<file path="src/rtl/wcx_pkg.sv">
package wcx_pkg;
    localparam int WIPER_W  = 6;
    localparam int NDR      = 4;
    localparam int NCH      = 2;
    localparam int DR_SEL_W = $clog2(NDR);
    localparam int CH_W     = (NCH > 1) ? $clog2(NCH) : 1;
    localparam int TAPS     = 1 << WIPER_W;

    typedef logic [3:0] op_t;
    localparam op_t OP_GLD_ALL = 4'b0001;
    localparam op_t OP_STEP    = 4'b0010;
    localparam op_t OP_GST_ALL = 4'b1000;
    localparam op_t OP_RD_WIP  = 4'b1001;
    localparam op_t OP_WR_WIP  = 4'b1010;
    localparam op_t OP_RD_DR   = 4'b1011;
    localparam op_t OP_WR_DR   = 4'b1100;
    localparam op_t OP_LD_WIP  = 4'b1101;
    localparam op_t OP_ST_WIP  = 4'b1110;

    typedef logic [WIPER_W-1:0] code_t;
    typedef code_t [NCH-1:0][NDR-1:0] dr_arr_t;
    typedef code_t [NCH-1:0] wip_arr_t;

    typedef struct packed {
        logic                known;
        op_t                 op;
        logic [DR_SEL_W-1:0] idx;
        logic [CH_W-1:0]     ch;
    } cmd_t;

    typedef struct packed {
        dr_arr_t  dr;
        wip_arr_t wiper;
        logic     pend_v;
        cmd_t     pend;
        logic [7:0] rd;
    } exec_st_t;
endpackage

</file>
<file path="src/rtl/wcx_cmd_decode.sv">
module wcx_cmd_decode
    import wcx_pkg::*;
(
    input  logic [7:0] cmd_byte,
    output cmd_t       cmd
);
    logic unused_rsv;
    assign unused_rsv = cmd_byte[1];

    always_comb begin
        cmd.op  = cmd_byte[7:4];
        cmd.idx = cmd_byte[3:2];
        cmd.ch  = cmd_byte[0];
        case (cmd_byte[7:4])
            OP_GLD_ALL, OP_GST_ALL, OP_RD_WIP, OP_WR_WIP,
            OP_RD_DR, OP_WR_DR, OP_LD_WIP, OP_ST_WIP: cmd.known = 1'b1;
            default:                                  cmd.known = 1'b0;
        endcase
    end
endmodule

</file>
<file path="src/rtl/wcx_store_timer.sv">
module wcx_store_timer #(
    parameter int MAX_CYCLES = 2000000,
    parameter int CNT_W      = $clog2(MAX_CYCLES + 1)
) (
    input  logic             clk,
    input  logic             rst_n,
    input  logic             start,
    input  logic [CNT_W-1:0] ticks,
    output logic             busy
);
    localparam logic [CNT_W-1:0] CAP = CNT_W'(MAX_CYCLES);

    logic [CNT_W-1:0] cnt_d, cnt_q, len;

    always_comb begin
        if (ticks == '0)      len = CNT_W'(1);
        else if (ticks > CAP) len = CAP;
        else                  len = ticks;

        if (start)             cnt_d = len;
        else if (cnt_q != '0)  cnt_d = cnt_q - CNT_W'(1);
        else                   cnt_d = cnt_q;
    end

    always_ff @(posedge clk or negedge rst_n) begin
        if (!rst_n) cnt_q <= '0;
        else        cnt_q <= cnt_d;
    end

    assign busy = (cnt_q != '0);
endmodule

</file>
<file path="src/rtl/wcx_tap_decode.sv">
module wcx_tap_decode #(
    parameter int CODE_W = 6,
    parameter int N_TAPS = 1 << CODE_W
) (
    input  logic [CODE_W-1:0] code,
    output logic [N_TAPS-1:0] sel
);
    always_comb begin
        sel = '0;
        sel[code] = 1'b1;
    end
endmodule

</file>
<file path="src/rtl/wcx_exec.sv">
module wcx_exec
    import wcx_pkg::*;
#(
    parameter int                         MAX_STORE_CYCLES = 2000000,
    parameter logic [NCH*NDR*WIPER_W-1:0] DR_IMAGE = {6'h3C, 6'h22, 6'h07, 6'h2A,
                                                      6'h01, 6'h30, 6'h0A, 6'h15},
    parameter int                         TICK_W = $clog2(MAX_STORE_CYCLES + 1)
) (
    input  logic                      clk,
    input  logic                      rst_n,
    input  logic                      wp_n,
    input  logic [TICK_W-1:0]         store_ticks,
    input  logic                      cmd_valid,
    input  logic [7:0]                cmd_byte,
    input  logic                      data_valid,
    input  logic [7:0]                data_byte,
    input  logic                      stop_pulse,
    output logic                      busy,
    output logic [7:0]                rd_byte,
    output logic [NCH*WIPER_W-1:0]    wiper_code,
    output logic [NCH*TAPS-1:0]       tap_sel
);
    exec_st_t st_d, st_q, st_rst;
    cmd_t     cmd;
    logic     store_go;
    logic     unused_hi;

    assign unused_hi = ^data_byte[7:6];

    wcx_cmd_decode u_dec (
        .cmd_byte (cmd_byte),
        .cmd      (cmd)
    );

    wcx_store_timer #(
        .MAX_CYCLES (MAX_STORE_CYCLES),
        .CNT_W      (TICK_W)
    ) u_timer (
        .clk   (clk),
        .rst_n (rst_n),
        .start (store_go),
        .ticks (store_ticks),
        .busy  (busy)
    );

    // Power-up image: data array from parameter, wiper recalled from slot 0
    always_comb begin
        st_rst        = '0;
        st_rst.dr     = dr_arr_t'(DR_IMAGE);
        for (int c = 0; c < NCH; c++) begin
            st_rst.wiper[c] = st_rst.dr[c][0];
        end
    end

    always_comb begin
        st_d     = st_q;
        store_go = 1'b0;
        if (!busy) begin
            if (cmd_valid) begin
                st_d.pend_v = cmd.known;
                st_d.pend   = cmd;
                case (cmd.op)
                    OP_RD_WIP: st_d.rd = {2'b00, st_q.wiper[cmd.ch]};
                    OP_RD_DR:  st_d.rd = {2'b00, st_q.dr[cmd.ch][cmd.idx]};
                    default:   st_d.rd = st_q.rd;
                endcase
            end else if (data_valid && st_q.pend_v) begin
                case (st_q.pend.op)
                    OP_WR_WIP: begin
                        st_d.wiper[st_q.pend.ch] = data_byte[WIPER_W-1:0];
                        st_d.pend_v = 1'b0;
                    end
                    OP_WR_DR: begin
                        if (wp_n) begin
                            st_d.dr[st_q.pend.ch][st_q.pend.idx] = data_byte[WIPER_W-1:0];
                            store_go = 1'b1;
                        end
                        st_d.pend_v = 1'b0;
                    end
                    default: ;
                endcase
            end else if (stop_pulse) begin
                if (st_q.pend_v) begin
                    case (st_q.pend.op)
                        OP_LD_WIP: st_d.wiper[st_q.pend.ch] = st_q.dr[st_q.pend.ch][st_q.pend.idx];
                        OP_ST_WIP: begin
                            if (wp_n) begin
                                st_d.dr[st_q.pend.ch][st_q.pend.idx] = st_q.wiper[st_q.pend.ch];
                                store_go = 1'b1;
                            end
                        end
                        OP_GLD_ALL: begin
                            for (int c = 0; c < NCH; c++) begin
                                st_d.wiper[c] = st_q.dr[c][st_q.pend.idx];
                            end
                        end
                        OP_GST_ALL: begin
                            if (wp_n) begin
                                for (int c = 0; c < NCH; c++) begin
                                    st_d.dr[c][st_q.pend.idx] = st_q.wiper[c];
                                end
                                store_go = 1'b1;
                            end
                        end
                        default: ;
                    endcase
                end
                st_d.pend_v = 1'b0;
            end
        end
    end

    always_ff @(posedge clk or negedge rst_n) begin
        if (!rst_n) st_q <= st_rst;
        else        st_q <= st_d;
    end

    assign rd_byte    = st_q.rd;
    assign wiper_code = st_q.wiper;

    generate
        for (genvar g = 0; g < NCH; g++) begin : g_tap
            wcx_tap_decode #(
                .CODE_W (WIPER_W),
                .N_TAPS (TAPS)
            ) u_tap (
                .code (st_q.wiper[g]),
                .sel  (tap_sel[g*TAPS +: TAPS])
            );
        end
    endgenerate
endmodule

</file>
<file path="config.mk">
export PLATFORM = sky130hd
export DESIGN_NAME = wcx_exec
export DESIGN_NICKNAME = d
export VERILOG_FILES = /design/src/rtl/wcx_pkg.sv /design/src/rtl/wcx_cmd_decode.sv /design/src/rtl/wcx_store_timer.sv /design/src/rtl/wcx_tap_decode.sv /design/src/rtl/wcx_exec.sv
export SDC_FILE = /design/constraint.sdc
export NUM_CORES = 1
export LEC_CHECK = 0
export BUFFER_PORTS_ARGS = -buffer_cell sky130_fd_sc_hd__clkbuf_2
export CORE_AREA = 2 2 145 90
export CTS_CLUSTER_SIZE = 16
export DETAILED_ROUTE_END_ITERATION = 8
export DIE_AREA = 0 0 147 92
export GPL_ROUTABILITY_DRIVEN = 1
export PLACE_DENSITY = 0.87
export RECOVER_POWER = 50
export SLEW_MARGIN = 20
export SYNTH_ARGS = -nofsm -noshare
export SYNTH_HDL_FRONTEND = slang
export SYNTH_HIERARCHICAL = 1
export SYNTH_SLANG_ARGS = --single-unit
export TNS_END_PERCENT = 100
</file>
<file path="constraint.sdc">
create_clock -name clk -period 7.1 [get_ports clk]
set_input_delay 0.355 -clock clk [delete_from_list [all_inputs] [get_ports clk]]
set_output_delay 0.355 -clock clk [all_outputs]
set_load 0.05 [all_outputs]
</file>
[After elaboration in Yosys (flattened, before gate mapping)]
Memories as Yosys holds them, arrays and structs flattened.
Cells that the tools add are included.
Word-level totals
  output and inout bits: 149
  logic and storage cells: 123
  ROM bits: 16
  input port bits: 43
  flip-flop bits (word level): 97
  memories kept: 1
Memory list
  (name not given): words 16, bits a word 1, rd ports 1, clocked after Yosys merged registers in 0, write ports 0, RTL line wcx_cmd_decode.sv:14  | case (cmd_byte[7:4])
Operators by class
  $lt $le $gt $ge: 11
  reductions and logical operators: 21
  bitwise logic cells: 2
  eq/ne operators: 14
  $add $sub $neg: 1
  muxes and demuxes: 57
Operators by type and width (number)
  48-bit two-way mux: 4
  61-bit two-way mux: 2
  24-bit two-way mux: 5
  48-bit bitwise mux: 2
  48-bit case mux with 2 select lines: 1
  21-bit two-way mux: 4
  6-bit two-way mux: 10
  60-bit two-way mux: 1
  6-bit binary-select mux with 2-bit select: 4
  24-bit bitwise mux: 2
  4-bit equality test, second input constant: 7
  12-bit bitwise mux: 2
  24-bit demux with 1-bit select: 1
  12-bit case mux with 2 select lines: 1
  21-bit > comparator, second input constant: 1
  21-bit logical NOT: 1
  21-bit nonzero test: 1
  21-bit by 1-bit subtractor with 21-bit output, second input constant: 1
  8-bit case mux with 2 select lines: 1
  6-bit by 7-bit < comparator with 1-bit output, second input constant: 2
  1-bit demux with 6-bit select: 2
  6-bit demux with 2-bit select: 1
  6-bit by 1-bit >= comparator with 1-bit output, second input constant: 2
  1-bit two-way mux: 12
  19 further kinds: 36

[Longest topological paths before layout]
  word-level depth: 13
  gate-level depth with buffers: 14
  depth with buffers taken out: 11

[Cells and area by module]
Netlist, hierarchy kept.
By module, submodules not included
  wcx_exec: area an instance 4539.4 um^2, seq. area each 1884.3 um^2, cells each 405, times used 1
  wcx_store_timer: area an instance 1426.4 um^2, seq. area each 525.5 um^2, cells each 156, times used 1
  wcx_tap_decode (g_tap[1].u_tap): area an instance 465.4 um^2, seq. area each 0.0 um^2, cells each 95, times used 1
  wcx_tap_decode (g_tap[0].u_tap): area an instance 461.7 um^2, seq. area each 0.0 um^2, cells each 95, times used 1
  wcx_cmd_decode: area an instance 77.6 um^2, seq. area each 0.0 um^2, cells each 12, times used 1

[Least setup slack after synthesis]
OpenSTA, ideal clock, no wires.
  path kind: reg-to-reg
  start: reg u_timer.cnt_q[16]
  end: reg u_timer.cnt_q[14]
  path buffers: 3
  slack: 3.981 ns
  data arrival time: 3.040 ns
  cell stages (with the launch flop): 13
  setup time: 0.078 ns
  required time: 7.022 ns
  clock period less this slack: 3.119 ns
  path through: dfrtp_1 > or4_4 > and4bb_2 > buf_6 > nand2_4 > nor3b_2 > and4b_1 > buf_2 > and2_1 > o31a_1 > and3_1 > clkbuf_1 > o2bb2ai_1
On the way
  cells in the longest elaborated chain, start to end: 3
  elaborated cells between the ends (all ways): 4
  those cells by class: mux (2); reduce/logical (2)
RTL lines
  start, declared: RTL line wcx_store_timer.sv:13  | logic [CNT_W-1:0] cnt_d, cnt_q, len;
  start signal, assigned: RTL line wcx_store_timer.sv:27  | else cnt_q <= cnt_d;
  21-bit nonzero test (*): RTL line wcx_store_timer.sv:30  | assign busy = (cnt_q != '0);
  via busy: RTL line wcx_exec.sv:18  | output logic busy,
  1-bit two-way mux (*): RTL line wcx_exec.sv:58  | if (!busy) begin
  via store_go: RTL line wcx_exec.sv:25  | logic store_go;
  21-bit two-way mux or 2-bit nonzero test (tied branches)
Mark *: on every way through the listed nets, which the timed path passes. The rest lies on a longest branch.
A chain may end at the register's enable or synchronous reset.

==> results.cfg <==
[outcome]
run_status = finished with violations
violations = capacitance limit, slew limit

[clock_tree]
cts_sinks = 95
cts-hold-fix-buffers = 0
cts.repair_timing.setup_buffer_count = 0
clk_path_buf_depth = 2
path_clk_slew_ns = 0.07
htree_num_levels = 3
clock_tree_from_tritoncts = yes
post_cts_resize_count = 0
tritoncts.num_buffers = 9
clock-root-buffer = sky130_fd_sc_hd__clkbuf_16
clkLatencyLatePin_ns = 0.35

[route]
dr.pass1.iters = 6
wl_per_cell_um = 19.6
avgViaCountPerCell = 6.14
vias = 6456
detailedRoute.firstIterationViolations = 570
drt.antenna.violating_nets = 0
routed_wirelength_um = 20600
drt_drc_violations_left = 0

[timing]
finalHoldViolations = 0
layout_setup_ws_ns = 2.86
fmaxAchievable_mhz = 236
slew_headroom_pct = -80.0
post-route-period-util_pct = 59.7
tightestPinTransition_ns = 2.70
setup_repair_after_global_routing_missed_its_margin = false
finalCriticalPeriod_ns = 4.24
worst_clock_skew_ns = 0.0104
drv_slew = 98
final.setup.tns_ns = 0
final-setup-viol-count = 0

[synth]
synth-warning-count = 6
dominant_cells_by_area_after_synthesis = sky130_fd_sc_hd__dfrtp_1 25%, sky130_fd_sc_hd__dfstp_2 9.8%, sky130_fd_sc_hd__mux4_2 9.7%, sky130_fd_sc_hd__nor2_1 8.0%, sky130_fd_sc_hd__mux2_2 4.8%
postSynthCellCount = 763
yosys.area.top_type_share_pct = 24.8
synth.lib_cells_used.distinct = 72
synth-seq-area-share_pct = 34.6
ys_top_cells_by_count = 148 x sky130_fd_sc_hd__nor2_1, 75 x sky130_fd_sc_hd__nand2_1, 69 x sky130_fd_sc_hd__dfrtp_1, 52 x sky130_fd_sc_hd__o21ai_0, 35 x sky130_fd_sc_hd__clkbuf_1
postSynthAreaPerCell_um2 = 9.14
post_synth_instance_area_um2 = 6970
post-synth-top-count-cell = sky130_fd_sc_hd__nor2_1
async_flop_share_pct = 100
synth_enable_flop_cells = 0
ys_ff_latch = 95
synth-main-ff-cell = sky130_fd_sc_hd__dfrtp_1
netlist.top_cell.by_area = sky130_fd_sc_hd__dfrtp_1

[hold_path]
min-delay-start = store_ticks[4]
holdPathStages = 2
hold_path.class = input port to register
hold-path-endpoint = u_timer/cnt_q[4]

[setup_path]
criticalPathCategory = input port to async pin
crit_family = buffers and inverters
crit_path_max_incr_delay_ns = 2.03
crit_path_top_delay_cell = sky130_fd_sc_hd__clkbuf_1
instance_count_on_the_critical_path = 2
worst-r2r-cell-count = 10
start_kind = input port
worst_setup_path_end_kind = async pin
r2r_end = u_timer/cnt_q[8]
crit_path_max_fo = 52
critical_path.reg2reg.startpoint = u_timer/cnt_q[7]
setup.reg_to_reg.worst_slack_ns = 3.11
worst-endpoint-required_ns = 6.98
critPathMostFrequentCell = sky130_fd_sc_hd__clkbuf_1
critical_path_arrival_ns = 4.12
path_cells = clkbuf_1, clkbuf_1
worst-path-buf-inv = 2

[finish]
antenna_cells = 0
layout-drive-gt1-share_pct = 27.7
final_cell_area_um2 = 7930
fillCellCount = 1065
finish.net_count = 922
final_core_utilization_pct = 63.9
synthToLayoutAreaGrowth_pct = 13.8

[floorplan]
fp.dieArea_um2 = 13500
die_height_um = 92
num_rows = 32
floorplan.core_area_um2 = 12400
io_pins = 192
die_width_um = 147
initial_utilization_pct = 56.2

[power]
power_density_nw_per_um2 = 152
vdd.ir_drop.worst_mv = 0.126
cellLeakagePower_nw = 3.24

[place]
routability_cong = 1.01
placement.cell_area_um2 = 7670
port-buffer-count = 186
detailed_place_hpwl_um = 15000
post-place-ws_ns = 3.33

[global_route]
antenna_found_initial = 0
grt-ovfl-total = 0
wire_length_of_the_first_global_routing_pass_um = 32000
grt_pass1_vias = 5823
grt_resource_usage_total_pct = 30.3
largest_net_degree_at_the_start_of_global_routing = 53

[run]
max_cap_viol_count = 2
flip-flops by register name, indices dropped and copies added (netlist names):
register       count
st_q              56
u_timer/cnt_q     21
rd_byte            6
wiper_code        12
per-stage QoR:
step | hold slack, ns | power, W | instances
floorplan | 0.0594 | 0.000609 | 764
global placement | 0.392 | 0.000641 | 1036
detailed placement | 0.393 | 0.000642 | 1036
CTS | 0.0241 | 0.00121 | 1052
global route | 0.246 | 0.00124 | 1052
finish | 0.233 | 0.00121 | 1052
per-layer routing:
metal / share of wire, % / global-route usage, %
met1: 43 / 43.2
met3: 11 / 9.25
met2: 45 / 45.0
met5: 0.29 / 3.85
met4: 1.3 / 7.53
power by group:
group          switching [W]  leakage (nW)   total, W  internal, W
logic              0.0000520          1.91  0.0000795    0.0000275
registers         0.00000990          1.16   0.000554     0.000544
clock network       0.000219         0.173   0.000576     0.000357
total               0.000281          3.24    0.00121     0.000928
kinds of logic (layout without fill, tap and decap cells):
family	Yosys count	after routing	share of synthesized area [%]
AOI/OAI and AO/OA	136	136	12.4
xor gates and xnor gates	16	16	2.01
adders and majority gates	2	2	0.359
buffers and inverters	95	213	7.23
DFF	95	95	34.6
muxes	88	88	19.1
other	1	2	0.0538
and+or+nand+nor	330	330	24.3
how the worst max path moves through the flow:
| stage | end | startpoint |
|---|---|---|
| finish | rd_byte[4] | rst_n |
| global route | rd_byte[4] | rst_n |
| CTS | u_timer/cnt_q[8] | u_timer/cnt_q[16] |
| detailed placement | u_timer/cnt_q[8] | u_timer/cnt_q[16] |
| global placement | u_timer/cnt_q[8] | u_timer/cnt_q[16] |
| floorplan | u_timer/cnt_q[14] | u_timer/cnt_q[16] |
layout make-up:
class                      count  area (um^2)  area share [%]
clock buffer                  10          239            3.01
multi-input combinational    574         4070            51.3
tap                          170          213            2.68
inverter                       8         30.0           0.378
timing repair buffer         189          858            10.8
sequential                    95         2410            30.4
clock inverter                 6          116            1.47
cell usage in the layout, fill, tap and decap left out, drive strengths merged, types with 3 or more instances in the layout:
master	Yosys	routed
clkbuf	35	197
nand3	9	9
a21oi	31	31
mux2i	16	16
nor2b	7	7
nand2	76	76
dfrtp	69	69
inv	8	9
nor2	151	151
o31ai	4	4
or4b	10	10
o21ai	54	54
xnor2	15	15
nand4b	9	9
a211oi	4	4
nand4bb	12	12
dfstp	26	26
and3	7	7
or2	3	3
or4	5	5
a22oi	7	7
nor4	5	5
o2bb2ai	8	8
nand4	3	3
o2111ai	4	4
nor3	10	10
nor3b	3	3
mux2	42	42
nand2b	7	7
and2	5	5
a22o	6	6
mux4	30	30
bufinv	0	3
(Power assumes the default switching activity.)
